<file path="src/rtl/vtc_regs_pkg.sv">
package vtc_regs_pkg;
  localparam int unsigned VAR_FULL  = 0;
  localparam int unsigned VAR_BASIC = 1;
  localparam int unsigned VAR_NONE  = 2;

  localparam int unsigned DATA_W   = 8;
  localparam int unsigned IDX_W    = 5;
  localparam int unsigned N_CFG    = 16;
  localparam int unsigned ADDR_W   = 14;
  localparam int unsigned IDX_LPHI = 16;
  localparam int unsigned IDX_LPLO = 17;
  localparam int unsigned IDX_CUR  = 14;
  localparam int unsigned IDX_STA  = 12;

  // 14-bit address high bytes keep six bits
  function automatic logic [DATA_W-1:0] field_mask(int unsigned idx);
    if (idx == IDX_STA || idx == IDX_CUR) return 8'h3F;
    return 8'hFF;
  endfunction

  function automatic logic is_readable(int unsigned variant, int unsigned idx);
    case (variant)
      VAR_FULL:  return idx <= IDX_LPLO;
      VAR_BASIC: return idx >= IDX_CUR && idx <= IDX_LPLO;
      default:   return 1'b0;
    endcase
  endfunction
endpackage

</file>
<file path="src/rtl/vtc_cfg_bank.sv">
module vtc_cfg_bank
  import vtc_regs_pkg::*;
#(
  parameter int unsigned NREG = N_CFG,
  parameter int unsigned DW   = DATA_W,
  parameter int unsigned IW   = IDX_W
) (
  input  logic             clk,
  input  logic             rst_n,
  input  logic             wr_en,
  input  logic [IW-1:0]    wr_idx,
  input  logic [DW-1:0]    wr_data,
  input  logic             char_en,
  output logic [NREG*DW-1:0] shadow_flat,
  output logic [NREG*DW-1:0] cfg_flat
);
  for (genvar g = 0; g < NREG; g++) begin : g_reg
    localparam logic [DW-1:0] MASK = field_mask(g);
    logic [DW-1:0] shadow_q;
    logic [DW-1:0] live_q;

    always_ff @(posedge clk) begin
      if (!rst_n) begin
        shadow_q <= '0;
        live_q   <= '0;
      end else begin
        if (wr_en && wr_idx == IW'(g)) shadow_q <= wr_data & MASK;
        if (char_en) live_q <= shadow_q;
      end
    end

    assign shadow_flat[g*DW +: DW] = shadow_q;
    assign cfg_flat[g*DW +: DW]    = live_q;
  end
endmodule

</file>
<file path="src/rtl/vtc_lpen_latch.sv">
module vtc_lpen_latch
  import vtc_regs_pkg::*;
#(
  parameter int unsigned AW = ADDR_W,
  parameter int unsigned DW = DATA_W
) (
  input  logic          clk,
  input  logic          rst_n,
  input  logic          strobe,
  input  logic [AW-1:0] ref_addr,
  input  logic          clr_req,
  output logic [DW-1:0] lp_hi,
  output logic [DW-1:0] lp_lo,
  output logic          flag,
  output logic          edge_o
);
  localparam int unsigned HI_W = AW - DW;

  logic strobe_q;
  assign edge_o = strobe && !strobe_q;

  always_ff @(posedge clk) begin
    if (!rst_n) begin
      strobe_q <= 1'b0;
      lp_hi    <= '0;
      lp_lo    <= '0;
      flag     <= 1'b0;
    end else begin
      strobe_q <= strobe;
      if (edge_o) begin
        lp_hi <= DW'(ref_addr[AW-1:DW]);
        lp_lo <= ref_addr[DW-1:0];
        flag  <= 1'b1;
      end else if (clr_req) begin
        flag <= 1'b0;
      end
    end
  end

  if (HI_W > DW) begin : g_bad_width
    initial $display("vtc_lpen_latch: address wider than two bytes");
  end
endmodule

</file>
<file path="src/rtl/vtc_read_mux.sv">
module vtc_read_mux
  import vtc_regs_pkg::*;
#(
  parameter int unsigned VARIANT = VAR_FULL,
  parameter int unsigned NREG    = N_CFG,
  parameter int unsigned DW      = DATA_W,
  parameter int unsigned IW      = IDX_W
) (
  input  logic               port_sel,
  input  logic [IW-1:0]      idx,
  input  logic [NREG*DW-1:0] shadow_flat,
  input  logic [DW-1:0]      lp_hi,
  input  logic [DW-1:0]      lp_lo,
  input  logic               lp_flag,
  input  logic               vsync,
  output logic [DW-1:0]      rd_value
);
  localparam int unsigned RIW = $clog2(NREG);

  logic [DW-1:0] bank [NREG];
  for (genvar g = 0; g < NREG; g++) begin : g_unpack
    assign bank[g] = shadow_flat[g*DW +: DW];
  end

  logic [DW-1:0] status;
  logic [DW-1:0] reg_val;

  always_comb begin
    status = '0;
    status[DW-2] = lp_flag;
    status[DW-3] = vsync;

    if (int'(idx) < NREG)          reg_val = bank[idx[RIW-1:0]];
    else if (int'(idx) == IDX_LPHI) reg_val = lp_hi;
    else if (int'(idx) == IDX_LPLO) reg_val = lp_lo;
    else                            reg_val = '0;

    if (!port_sel)
      rd_value = (VARIANT == VAR_FULL) ? status : '0;
    else
      rd_value = is_readable(VARIANT, int'(idx)) ? reg_val : '0;
  end
endmodule

</file>
<file path="src/rtl/vtc_host_regs.sv">
module vtc_host_regs
  import vtc_regs_pkg::*;
#(
  parameter int unsigned VARIANT = VAR_FULL
) (
  input  logic                    clk,
  input  logic                    rst_n,
  input  logic                    host_sel,
  input  logic                    host_wr,
  input  logic                    host_rd,
  input  logic [DATA_W-1:0]       host_wdata,
  output logic [DATA_W-1:0]       host_rdata,
  input  logic                    char_en,
  input  logic                    lpen_strobe,
  input  logic [ADDR_W-1:0]       ref_addr,
  input  logic                    vsync_in,
  output logic [N_CFG*DATA_W-1:0] cfg_out
);
  logic [IDX_W-1:0]        reg_idx;
  logic [N_CFG*DATA_W-1:0] shadow_flat;
  logic [DATA_W-1:0]       lp_hi, lp_lo, rd_value;
  logic                    lpen_flag, lp_edge;
  logic                    cfg_we, lp_clr;

  assign cfg_we = host_wr && host_sel && (int'(reg_idx) < N_CFG);
  assign lp_clr = host_rd && host_sel && (int'(reg_idx) == IDX_LPLO);

  always_ff @(posedge clk) begin
    if (!rst_n) begin
      reg_idx    <= '0;
      host_rdata <= '0;
    end else begin
      if (host_wr && !host_sel) reg_idx <= host_wdata[IDX_W-1:0];
      host_rdata <= host_rd ? rd_value : '0;
    end
  end

  vtc_cfg_bank #(.NREG(N_CFG), .DW(DATA_W), .IW(IDX_W)) u_bank (
    .clk(clk), .rst_n(rst_n), .wr_en(cfg_we), .wr_idx(reg_idx),
    .wr_data(host_wdata), .char_en(char_en),
    .shadow_flat(shadow_flat), .cfg_flat(cfg_out)
  );

  vtc_lpen_latch #(.AW(ADDR_W), .DW(DATA_W)) u_lpen (
    .clk(clk), .rst_n(rst_n), .strobe(lpen_strobe), .ref_addr(ref_addr),
    .clr_req(lp_clr), .lp_hi(lp_hi), .lp_lo(lp_lo), .flag(lpen_flag),
    .edge_o(lp_edge)
  );

  vtc_read_mux #(.VARIANT(VARIANT), .NREG(N_CFG), .DW(DATA_W), .IW(IDX_W)) u_rmux (
    .port_sel(host_sel), .idx(reg_idx), .shadow_flat(shadow_flat),
    .lp_hi(lp_hi), .lp_lo(lp_lo), .lp_flag(lpen_flag), .vsync(vsync_in),
    .rd_value(rd_value)
  );
endmodule

</file>
<file path="config.mk">
export PLATFORM = sky130hd
export DESIGN_NAME = vtc_host_regs
export DESIGN_NICKNAME = d
export VERILOG_FILES = /design/src/rtl/vtc_regs_pkg.sv /design/src/rtl/vtc_cfg_bank.sv /design/src/rtl/vtc_lpen_latch.sv /design/src/rtl/vtc_read_mux.sv /design/src/rtl/vtc_host_regs.sv
export SDC_FILE = /design/constraint.sdc
export NUM_CORES = 1
export LEC_CHECK = 0
export BUFFER_PORTS_ARGS = -buffer_cell sky130_fd_sc_hd__clkbuf_2
export CAP_MARGIN = 20
export CORE_MARGIN = 3
export CORE_UTILIZATION = 43
export DETAILED_ROUTE_END_ITERATION = 16
export PLACE_DENSITY = 0.67
export SLEW_MARGIN = 20
export SYNTH_ARGS = -nofsm -noshare
export SYNTH_HDL_FRONTEND = slang
export SYNTH_SLANG_ARGS = --single-unit
</file>
<file path="constraint.sdc">
create_clock -name clk -period 2.4 [get_ports clk]
set_clock_uncertainty 0.05 [all_clocks]
set_input_delay 0.36 -clock clk [delete_from_list [all_inputs] [get_ports clk]]
set_output_delay 0.36 -clock clk [all_outputs]
set_load 0.02 [all_outputs]
</file>
==> impl_metrics.csv <==
group,metric,value,unit
power_and_ir_drop,power_frac_clock,45.9,%
detailed_routing,ant_nets,0,
clocking,cts.sinks,277,
sta,slew_headroom,36.7,%
logic_synthesis,synth_ff_type,"dfxtp_1",
setup_path,cp.depth,4,
sta,worstMarginPinSlew,0.950,ns
die,die_w,171,um
setup_path,cp_cell_sequence,"buf_4 > mux4_2 > mux2i_1 > o211ai_1",
logic_synthesis,avgSynthCellArea,11.3,um2
detailed_routing,drc_errors,0,
grt,antenna_found_initial,0,
power_and_ir_drop,p_int,0.00751,W
sta,finalCritPeriodShare,91.4,%
power_and_ir_drop,comb_power_share,5.7,%
logic_synthesis,synthCells,1039,
sta,fmax,0.456,GHz
setup_path,endpoint,"host_rdata[0]$_SDFF_PN0_",
detailed_routing,viasPerCell,5.06,
setup_path,worstPathRequired,2.73,ns
die,rows,59,
setup_path,critPathCaptureType,"flip-flop",
detailed_routing,wire_per_inst,19.8,um
logic_synthesis,synth_edf_count,0,
setup_path,cp-start-kind,"flip-flop",
detailed_routing,firstDrtPassIters,4,
run_status,status,"completed",
clocking,cts_root_buf,"clkbuf_16",
die,die_h,171,um
clocking,clock_latency,0.54,ns
die,die_area,0.0293,mm2
power_and_ir_drop,switching_share,22.5,%
clocking,clk_pin_slew,0.06,ns
detailed_routing,drt_iter0_drc,561,
setup_path,critPathKind,"flip-flop to flip-flop",
clocking,ctsHtreeMaxLevel,1,
job,maxCapViolCount,0,
setup_path,path_buf_inv,1,
grt,grt_use_met2,32.6,%
grt,grt_max_degree,270,
detailed_routing,routed_wl,30300,um
clocking,cts_setup_buffers,0,
sta,setup_tns,0,ns
setup_path,worstReg2RegStart,"reg_idx[3]$_SDFFE_PN0P_",
setup_path,r2r_setup_slack,0.21,ns
layout,multi_input_area,0.00582,mm2
power_and_ir_drop,power.leakage,5.84,nW
clocking,cts_tree,"built",
sta,finalHoldViolations,0,
power_and_ir_drop,seqPwrFrac,48.3,%
power_and_ir_drop,ir_worst_vdd,0.453,mV
die,core_area,0.0264,mm2
grt,use_met3,2.94,%
die,io_pins,166,
logic_synthesis,mappedNetlistArea,0.0117,mm2
sta,grt_setup_unrepaired,"false",
setup_path,reg2reg_to,"host_rdata[0]$_SDFF_PN0_",
logic_synthesis,ys_warn_count,0,
logic_synthesis,synth_seq_area_share,47.2,%
power_and_ir_drop,p_total,0.00969,W
die,start_util,44.4,%
layout,area_delta_synth_final,17.5,%
layout,drive_gt1_share,24.0,%
grt,grt_pass1_wl,45600,um
detailed_routing,num_vias,7755,
grt,overflow,0,
setup_path,slowest_stage,"dfxtp_2",
sta,finalMaxSlewViolations,0,
power_and_ir_drop,cellPowerDensity,702,mW/mm2
layout,diodes,0,
power_and_ir_drop,p_sw,0.00218,W
grt,grt_usage,20.0,%
setup_path,worstRegToRegCells,4,
layout,mostFrequentLayoutCells,"dfxtp_1, mux2i_1, nor2b_1, clkbuf_2, nand2_1",
layout,fin_nets,1205,
layout,layout_commonest_cell,"dfxtp_1",
setup_path,path_max_fanout,21,
clocking,cts.path.max_buffers,3,
setup_path,cp-startpoint,"reg_idx[3]$_SDFFE_PN0P_",
placed_design,io_buffers,161,
placed_design,gp_congestion,0.842,
layout,nFillCells,2428,
grt,grt.busiest_layer,"met2",
layout,final-seq-area,0.00555,mm2
clocking,cts_resized,0,
logic_synthesis,synth.distinct_cells,46,
setup_path,cpPeakStageDelay,0.66,ns
setup_path,cpLargestDelayFamily,"multiplexers",
logic_synthesis,async_reset_ff_share,0,%
sta,finalSetupViolCount,0,
logic_synthesis,ys_seq_elements,277,
grt,grt_pass1_vias,7512,
setup_path,arrival,2.52,ns
sta,timing.final.crit_period,2.19,ns
worst_hold_path,min_path_type,"input port to flip-flop",
clocking,ctsHoldBuffers,5,
grt,met1_usage,28.3,%
placed_design,dp_hpwl,21000,um
clocking,numCtsBuffers,29,
synth_stat cells (all sizes together) (2+ instances only):
cell	n	area, um2
dfxtp	277	5550
mux2i	262	2620
nor2b	257	1610
clkbuf	50	188
nand2	40	153
buf	34	198
mux4	30	676
a21boi	15	113
nand3	9	92.6
mux2	8	90.1
nor2	8	32.5
nor3	6	63.8
a22oi	5	37.5
o211ai	5	37.5
nand2b	4	32.5
inv	3	11.3
nor4	3	63.8
a21oi	2	10.0
and3	2	12.5
nand4b	2	17.5
sequential cells by signal, summed over array words and instances (netlist names):
| signal | cells |
|---|---|
| host_rdata | 8 |
| reg_idx | 5 |
| u_lpen.flag | 1 |
| u_lpen.strobe_q | 1 |
| u_lpen.lp_hi | 6 |
| u_bank.g.live_q | 124 |
| u_bank.g.shadow_q | 124 |
| u_lpen.lp_lo | 8 |
kinds of logic after synthesis:
| family | count (synthesis) | share of synthesized area (%) |
|---|---|---|
| compound gates | 35 | 2.24 |
| simple gates | 339 | 18.3 |
| flops | 277 | 47.2 |
| buf+inv | 87 | 3.38 |
| other cells | 1 | 0.0319 |
| mux | 300 | 28.8 |
worst min-delay path by stage:
| stage | start | endpoint | slack, ns | cells after the start |
|---|---|---|---|---|
| final | ref_addr[8] | u_lpen.lp_hi[0]$_SDFFE_PN0P_ | 0.02 | 3 |
| after global routing | ref_addr[8] | u_lpen.lp_hi[0]$_SDFFE_PN0P_ | 0.02 | 3 |
| after CTS | ref_addr[8] | u_lpen.lp_hi[0]$_SDFFE_PN0P_ | 0.0005 | 3 |
| after detailed placement | u_lpen.lp_hi[1]$_SDFFE_PN0P_ | u_lpen.lp_hi[1]$_SDFFE_PN0P_ | 0.41 | 2 |
| after global placement | u_lpen.lp_lo[3]$_SDFFE_PN0P_ | u_lpen.lp_lo[3]$_SDFFE_PN0P_ | 0.40 | 2 |
| after floorplan | u_lpen.lp_lo[7]$_SDFFE_PN0P_ | host_rdata[7]$_SDFF_PN0_ | 0.39 | 2 |
per-layer routing:
| metal | part of all wire (%) | up-vias |
|---|---|---|
| met5 | 0 | - |
| met4 | 2.1 | 0 |
| met3 | 4.4 | 48 |
| met2 | 46 | 192 |
| met1 | 47 | 3696 |
| li1 | - | 3819 |
tightest hold or removal path: stages:
cell	delay (ns)
clkbuf_2	0.08
nand2_1	0.04
a21boi_0	0.07
power by group through the flow:
stage,registers [W],logic (W),clock network [W]
after global routing,0.00469,0.000591,0.00472
final,0.00468,0.000553,0.00445
after floorplan,0.00477,0.000421,0
after global placement,0.00479,0.000541,0
after CTS,0.00468,0.000554,0.00455
after detailed placement,0.00479,0.000545,0
area by class of cell:
type	count	area share, %
multi-input cells	678	42.1
clock inverters	12	0.888
clock buffers	42	6.05
flip-flops and latches	277	40.2
repair buffers	186	7.62
inverters	3	0.0816
well taps	335	3.04
per-stage QoR:
| stage | cells | worst slack, ns | area, um2 | hold WS, ns | util, % |
|---|---|---|---|---|---|
| 6_report | 1533 | 0.206 | 13800 | 0.0166 | 52.2 |
| 5_1_grt | 1533 | 0.148 | 13800 | 0.0230 | 52.2 |
| 4_1_cts | 1533 | 0.246 | 13800 | 0.000513 | 52.2 |
| 3_5_place_dp | 1474 | 0.256 | 12800 | 0.409 | 48.4 |
| 3_3_place_gp | 1474 | 0.330 | 12800 | 0.401 | 48.4 |
| 2_1_floorplan | 1042 | 0.618 | 11800 | 0.387 | - |
Note: power is estimated with default switching activity, not from simulation.
